File: src/rtl/dmc_pkg.sv
package dmc_pkg;
   typedef enum logic [2:0] {
      ST_IDLE,
      ST_ROW,
      ST_COL,
      ST_DATA,
      ST_PRE,
      ST_RREF,
      ST_RPRE
   } dmc_state_e;
endpackage

File: src/rtl/dmc_decode.sv
module dmc_decode #(
   parameter int AW       = 16,
   parameter int ROW_W    = 8,
   parameter int COL_W    = 6,
   parameter int COL_LSB  = 1,
   parameter int WIN_BITS = 2,
   parameter logic [WIN_BITS-1:0] WIN_SEL = 2'b10
) (
   input  logic [AW-1:0]    addr,
   input  logic             grant,
   output logic             hit,
   output logic [ROW_W-1:0] row,
   output logic [ROW_W-1:0] col_field
);
   logic [COL_W-1:0] col;

   assign hit = grant && (addr[AW-1 -: WIN_BITS] == WIN_SEL);
   assign row = addr[ROW_W-1:0];
   assign col = addr[ROW_W +: COL_W];

   // place the column inside the multiplexed bus at COL_LSB
   for (genvar i = 0; i < ROW_W; i++) begin : g_cf
      if (i >= COL_LSB && i < COL_LSB + COL_W) begin : g_on
         assign col_field[i] = col[i-COL_LSB];
      end else begin : g_off
         assign col_field[i] = 1'b0;
      end
   end
endmodule

File: src/rtl/dmc_refresh.sv
module dmc_refresh #(
   parameter int ROW_W   = 8,
   parameter int REF_LIM = 1554
) (
   input  logic             clk,
   input  logic             rst_n,
   input  logic             grant,
   input  logic             ack,
   output logic             pend,
   output logic [ROW_W-1:0] ref_row
);
   localparam int CW = $clog2(REF_LIM + 1);
   localparam logic [CW-1:0] LAST = CW'(REF_LIM - 1);

   logic [CW-1:0] cnt;

   always_ff @(posedge clk or negedge rst_n) begin
      if (!rst_n) begin
         cnt     <= '0;
         pend    <= 1'b0;
         ref_row <= '0;
      end else if (!grant) begin
         cnt  <= '0;
         pend <= 1'b0;
      end else begin
         if (ack) begin
            pend    <= 1'b0;
            ref_row <= ref_row + 1'b1;
         end
         if (!pend) begin
            if (cnt == LAST) begin
               cnt  <= '0;
               pend <= 1'b1;
            end else begin
               cnt <= cnt + 1'b1;
            end
         end
      end
   end
endmodule

File: src/rtl/dmc_seq.sv
module dmc_seq
   import dmc_pkg::*;
#(
   parameter int ROW_W  = 8,
   parameter int DATA_W = 8,
   parameter int ATTR_W = 4
) (
   input  logic                     clk,
   input  logic                     rst_n,
   input  logic                     grant,
   input  logic                     req,
   input  logic                     hit,
   input  logic                     wr,
   input  logic                     wide,
   input  logic [ROW_W-1:0]         row,
   input  logic [ROW_W-1:0]         col_field,
   input  logic                     ref_pend,
   input  logic [ROW_W-1:0]         ref_row,
   input  logic [DATA_W+ATTR_W-1:0] rdata_mem,
   output logic                     ref_ack,
   output logic                     done,
   output logic [DATA_W-1:0]        rdata,
   output logic [ROW_W-1:0]         ma,
   output logic                     ras_n,
   output logic                     cas_n,
   output logic [1:0]               we_n
);
   localparam int MW = DATA_W + ATTR_W;

   dmc_state_e       state;
   logic [ROW_W-1:0] lat_row, lat_col;
   logic             lat_wr, lat_wide;
   logic             in_col;

   assign ref_ack = (state == ST_IDLE) && grant && ref_pend;

   always_ff @(posedge clk or negedge rst_n) begin
      if (!rst_n) begin
         state    <= ST_IDLE;
         lat_row  <= '0;
         lat_col  <= '0;
         lat_wr   <= 1'b0;
         lat_wide <= 1'b0;
         rdata    <= '0;
      end else begin
         unique case (state)
            ST_IDLE: begin
               if (ref_ack) begin
                  lat_row <= ref_row;
                  lat_wr  <= 1'b0;
                  state   <= ST_RREF;
               end else if (req && hit) begin
                  lat_row  <= row;
                  lat_col  <= col_field;
                  lat_wr   <= wr;
                  lat_wide <= wide;
                  state    <= ST_ROW;
               end
            end
            ST_ROW:  state <= ST_COL;
            ST_COL:  state <= ST_DATA;
            ST_DATA: begin
               if (!lat_wr) begin
                  rdata <= lat_wide ? rdata_mem[DATA_W-1:0]
                                    : {{(DATA_W-ATTR_W){1'b0}}, rdata_mem[MW-1:DATA_W]};
               end
               state <= ST_PRE;
            end
            ST_PRE:  state <= ST_IDLE;
            ST_RREF: state <= ST_RPRE;
            ST_RPRE: state <= ST_IDLE;
            default: state <= ST_IDLE;
         endcase
      end
   end

   assign in_col = (state == ST_COL) || (state == ST_DATA);
   assign ras_n  = !((state == ST_ROW) || in_col || (state == ST_RREF));
   assign cas_n  = !in_col;
   assign ma     = in_col ? lat_col : lat_row;
   assign we_n[0] = !(in_col && lat_wr && lat_wide);
   assign we_n[1] = !(in_col && lat_wr && !lat_wide);
   assign done   = (state == ST_PRE);
endmodule

File: src/rtl/dispmem_ctrl.sv
module dispmem_ctrl #(
   parameter int AW              = 16,
   parameter int ROW_W           = 8,
   parameter int COL_W           = 6,
   parameter int COL_LSB         = 1,
   parameter int WIN_BITS        = 2,
   parameter logic [WIN_BITS-1:0] WIN_SEL = 2'b10,
   parameter int DATA_W          = 8,
   parameter int ATTR_W          = 4,
   parameter int REF_WINDOW_CLKS = 400000,
   parameter int REF_GUARD       = 8
) (
   input  logic                     clk,
   input  logic                     rst_n,
   input  logic                     host_grant,
   input  logic                     host_req,
   input  logic [AW-1:0]            host_addr,
   input  logic                     host_wr,
   input  logic                     host_wide,
   input  logic [DATA_W-1:0]        host_wdata,
   output logic                     host_done,
   output logic [DATA_W-1:0]        host_rdata,
   output logic [ROW_W-1:0]         mem_addr,
   output logic                     mem_ras_n,
   output logic                     mem_cas_n,
   output logic [1:0]               mem_we_n,
   output logic [DATA_W+ATTR_W-1:0] mem_wdata,
   input  logic [DATA_W+ATTR_W-1:0] mem_rdata
);
   localparam int MW      = DATA_W + ATTR_W;
   localparam int LANE_W  = 4;
   localparam int NLANES  = MW / LANE_W;
   localparam int BLANES  = DATA_W / LANE_W;
   localparam int ROWS    = 1 << ROW_W;
   localparam int REF_LIM = REF_WINDOW_CLKS / ROWS - REF_GUARD;

   if (ROW_W + COL_W + WIN_BITS != AW) begin : g_chk_aw
      $error("address word width does not match row, column and window fields");
   end
   if (COL_LSB + COL_W > ROW_W) begin : g_chk_col
      $error("column field does not fit the multiplexed bus");
   end
   if ((DATA_W % LANE_W) != 0 || (ATTR_W % LANE_W) != 0 || ATTR_W >= DATA_W) begin : g_chk_lane
      $error("data and attribute widths must be whole lanes, attribute narrower");
   end
   if (REF_LIM < 2) begin : g_chk_ref
      $error("refresh window too short for the row count");
   end

   logic             hit, ref_pend, ref_ack;
   logic [ROW_W-1:0] row, col_field, ref_row;

   dmc_decode #(
      .AW(AW), .ROW_W(ROW_W), .COL_W(COL_W), .COL_LSB(COL_LSB),
      .WIN_BITS(WIN_BITS), .WIN_SEL(WIN_SEL)
   ) u_dec (
      .addr(host_addr), .grant(host_grant), .hit(hit),
      .row(row), .col_field(col_field)
   );

   dmc_refresh #(.ROW_W(ROW_W), .REF_LIM(REF_LIM)) u_ref (
      .clk(clk), .rst_n(rst_n), .grant(host_grant), .ack(ref_ack),
      .pend(ref_pend), .ref_row(ref_row)
   );

   dmc_seq #(.ROW_W(ROW_W), .DATA_W(DATA_W), .ATTR_W(ATTR_W)) u_seq (
      .clk(clk), .rst_n(rst_n), .grant(host_grant), .req(host_req), .hit(hit),
      .wr(host_wr), .wide(host_wide), .row(row), .col_field(col_field),
      .ref_pend(ref_pend), .ref_row(ref_row), .rdata_mem(mem_rdata),
      .ref_ack(ref_ack), .done(host_done), .rdata(host_rdata),
      .ma(mem_addr), .ras_n(mem_ras_n), .cas_n(mem_cas_n), .we_n(mem_we_n)
   );

   // waveform lanes carry the byte, attribute lanes carry its low lanes
   for (genvar k = 0; k < NLANES; k++) begin : g_lane
      if (k < BLANES) begin : g_byte
         assign mem_wdata[k*LANE_W +: LANE_W] = host_wdata[k*LANE_W +: LANE_W];
      end else begin : g_attr
         assign mem_wdata[k*LANE_W +: LANE_W] = host_wdata[(k-BLANES)*LANE_W +: LANE_W];
      end
   end
endmodule

File: config.mk
export PLATFORM = sky130hd
export DESIGN_NAME = dispmem_ctrl
export DESIGN_NICKNAME = d
export VERILOG_FILES = /design/src/rtl/dmc_pkg.sv /design/src/rtl/dmc_decode.sv /design/src/rtl/dmc_refresh.sv /design/src/rtl/dmc_seq.sv /design/src/rtl/dispmem_ctrl.sv
export SDC_FILE = /design/constraint.sdc
export NUM_CORES = 1
export LEC_CHECK = 0
export BUFFER_PORTS_ARGS = -buffer_cell sky130_fd_sc_hd__buf_2
export CAP_MARGIN = 20
export CORE_UTILIZATION = 25
export CTS_BUF_LIST = sky130_fd_sc_hd__clkbuf_8
export CTS_CLUSTER_DIAMETER = 150
export DETAILED_ROUTE_END_ITERATION = 10
export GPL_TIMING_DRIVEN = 0
export PLACE_DENSITY_LB_ADDON = 0.1
export SKIP_CTS_REPAIR_TIMING = 1
export SLEW_MARGIN = 20
export SYNTH_ARGS = -nofsm -noshare
export SYNTH_HDL_FRONTEND = slang
export SYNTH_SLANG_ARGS = --single-unit
export TNS_END_PERCENT = 20
File: constraint.sdc
create_clock -name clk -period 3.3 [get_ports clk]
set_input_delay 0 -clock clk [delete_from_list [all_inputs] [get_ports clk]]
set_output_delay 0 -clock clk [all_outputs]
set_load 0.05 [all_outputs]
==> results summary <==
The maximum root-to-sink buffer count is 2. For the worst setup path, the data required time is 3.30 ns. The floorplan step defined a die boundary enclosing 10080 sq um. The compound-cell area share of the yosys netlist came out at 9.767%. The number of buffers created by CTS came out at 5. The cell with the largest stage delay on the worst path is dfrtp_1. Derived from the worst setup path, the maximum achievable clock frequency is 527.9 MHz. Of the synthesized area, sequential elements account for 48.58%. The final route contains 2091 vias. Dividing the detail-routed via count by the number of cells gives 4.430. From bottom edge to top edge, the die measures 100.4 um. In this run the most critical hold path is launched from mem_rdata[10].

The number of inserted diodes is 0. The count of buffers inserted at the top-level ports came out at 65. The final critical-path required period is 1.894 ns. The beginning of the critical path is u_seq.state[1].

From synthesis to final layout, the design area changed by 30.44%. The final layout contains routed wiring with a total length of 6.057 mm. The DRC violation count after routing is 0. Dividing the detail-routed wire length by the instance count gives 12.83 um. The final critical-path share of the clock period is 57.40%. The core region is 9328 sq um. The cell that appears most often on the critical path is inv_2. Grouping stages by cell kind, the critical path spends the most delay in buffers and inverters. For this run, the leading register cell type out of synthesis is dfrtp_1. Summing the areas of all and, or, nand and nor instances in the mapped netlist gives 24.60% of the synthesized area.

The number of global-route vias before repair came out at 1962. The tool flagged a number of max-cap violations equal to 0. The post-synthesis average cell area came out at 9.494 sq um.

The startpoint of the worst register-to-register path is u_ref.pend. The post-route core utilization is 33.86%. STA classifies the critical path endpoint as an output pin. Setup violations remaining at the end of the flow were counted as 0. In this run the worst path has a maximum fanout of 10. Summed over all cells, the static leakage comes to 0.001498 uW. CTS placed an instance of clkbuf_8 at the clock tree root. The mux share of post-synthesis cell area came out at 5.323%.

The worst-margin pin slew is 0.6209 ns. VDD sags by at most 0.0002217 V. The most common cell after layout, fill and taps aside is buf_2. The worst clock skew came out at 0.004265 ns. The number of buffer and inverter instances along the worst setup path came out at 4. Summed over all nets, the half-perimeter wirelength after detailed placement is 4.185 mm. In this run the power density over the cells is 760.2 nW/um^2. The later pin in the worst-skew pair is clocked with a latency of 0.30 ns. At the worst endpoint, the arrival time is 1.89 ns. The count of synthesis-stage warnings from yosys is 0. The startpoint kind of the worst setup timing path is a flop. Adding up every negative setup slack in the final design gives 0 ns.

The XOR/XNOR share of the synthesized area is 2.894%. The number of DRC markers after the initial detailed-route iteration is 53. The final number of max-transition violations is 0. The number of enable-type register cells in the synthesized netlist is 0. Counting flops with an async set or reset pin after synthesis yields a share of 100.0%. The number of hold-slack violations in the final timing report is 0. The total routing resource utilization after global routing is 12.41%.

Setup repair after global routing left no endpoint under its margin. The post-synth design cell area is 2421 sq um. The count of mapped cells out of synthesis came out at 255. The worst slew slack as a fraction of its limit came out at 58.60%. The largest net degree at the start of global routing is 48. The number of antenna violations at the first check in global routing was 0. The final weighted congestion of routability-driven global placement is 0.7335. After synthesis, the netlist uses 45 different library cells. The fill cell instance count of the final layout came out at 986. The layout net count is 388. TritonCTS built the clock tree. The number of H-tree levels is 2.

The total nets after synthesis is 300. The worst hold path belongs to the class primary input to flop. The remaining antenna violation count came out at 0. The library cells used most frequently in the layout, excluding fill and tap cells, are 67 x buf_2, 47 x nand2_1, 47 x dfrtp_1. The largest stage delay on the critical path is 0.49 ns. The number of synthesized register bits is 47. The I/O pin count came out at 75.

Of the total synthesized cell area, the portion taken by full adders, half adders and majority gates is 1.550%. The run finished with clean final reports. The horizontal extent of the die is 100.4 um. Global routing finished with a remaining overflow of 0.

The pre-antenna-repair detailed-routing pass consisted of 4 iterations. The critical path in this run is classified as flop to output pin. The initial core utilization came out at 25.96%.

The combinational family with the most area after synthesis is simple AND/OR/NAND/NOR gates. The share of post-route cells with drive strength above 1 is 30.61%. The critical path goes through inv_2, nor2_4, inv_2, clkbuf_1, and2_1, buf_2. The total clock sinks came out at 47. Row generation in the floorplan step produced 35 rows.

The clock transition at the registers of the reported paths is 0.09 ns. The first global-routing pass estimated 9.791 mm of wire.
## metal layers
layer | vias to the layer above | track usage [%] | part of all wire (%)
met1 | 975 | 17.46 | 51
met3 | 8 | 2.228 | 4.5
met4 | 0 | 3.679 | 1.1
met2 | 59 | 19.39 | 44
li1 | 1049 | - | -
met5 | - | 0 | 0
## cells in the mapped netlist, types with 2 or more instances
cell      instances  area, sq um
and4_1            2        17.52
xnor2_1           6        52.55
dfrtp_1          47         1176
mux2_2            7        78.83
nor2_4            3        33.78
inv_1             7        26.28
nor2_1           15        56.30
buf_2             3        15.01
and3_1            2        12.51
a31oi_1           5        31.28
nand3_1          15        75.07
inv_2             2        7.510
buf_4            13        97.59
clkbuf_1          5        18.77
mux2i_1           5        50.05
nand4_1           9        56.30
or3_1             2        12.51
o211ai_1          2        15.01
nor2b_1           3        18.77
xor2_1            2        17.52
o21ai_0          10        50.05
a21oi_1           9        45.04
nand2_1          47        176.4
ha_1              3        37.54
and2_1            5        31.28
o22ai_1           7        43.79
## sequential cells by signal (all words and copies together), names as in the netlist
name            count
u_seq.lat_row       8
u_seq.lat_col       6
u_ref.ref_row       8
u_ref.pend          1
u_seq.state         3
u_seq.lat_wide      1
u_seq.lat_wr        1
u_ref.cnt          11
u_seq.rdata         8
## tightest hold or removal path, cell delays in order
cell and delay [ns]:
buf_2 0.07, mux2i_1 0.05, a21oi_1 0.14
## per-stage QoR
stage	hold slack (ns)	instances	area (sq um)	total power, uW	setup WS [ns]
floorplan	-0.2956	255	2421	1771	1.485
global placement	0.2201	449	2908	2048	1.445
detailed placement	0.07498	449	2910	2060	1.422
CTS	-0.2589	456	2998	2427	1.345
global route	0.01523	472	3158	2573	1.211
finish	0.008249	472	3158	2401	1.406
## worst paths after layout
check                                   endpoint  slack (ns)  cells past startpoint
worst max-delay path                 mem_addr[0]        1.41                      6
worst min-delay path              u_seq.rdata[2]       0.008                      3
worst max register to register  u_seq.lat_col[3]        1.45                      6
worst min register to register  u_ref.ref_row[7]        0.47                      1
max in group asynchronous       u_ref.ref_row[3]        2.63                      2
min in group asynchronous         u_seq.rdata[6]        0.26                      2
## kinds of logic (layout without fill, tap and decap cells)
family | Yosys count | in the layout
adders and majority gates | 3 | 3
buffers and inverters | 31 | 119
muxes | 12 | 12
AOI/OAI and AO/OA | 39 | 39
and+or+nand+nor | 115 | 115
DFF | 47 | 47
xor gates and xnor gates | 8 | 8
## power by group
part,leakage [uW],switching (uW),internal (uW)
clock,0.0000470,192,165
sequential,0.000603,106,731
combinational,0.000849,867,340
total,0.00150,1160,1240
## layout make-up
type	instances	area [sq um]	share of cell area [%]
Buffer	22	142.6	4.517
Clock buffer	6	82.58	2.615
Clock inverter	1	5.005	0.1585
Inverter	9	33.78	1.070
Multi-Input combinational cell	177	1069	33.84
Sequential cell	47	1176	37.24
Tap cell	129	161.4	5.111
Timing Repair Buffer	81	488.0	15.45
Power figures use the tool's default switching activity.
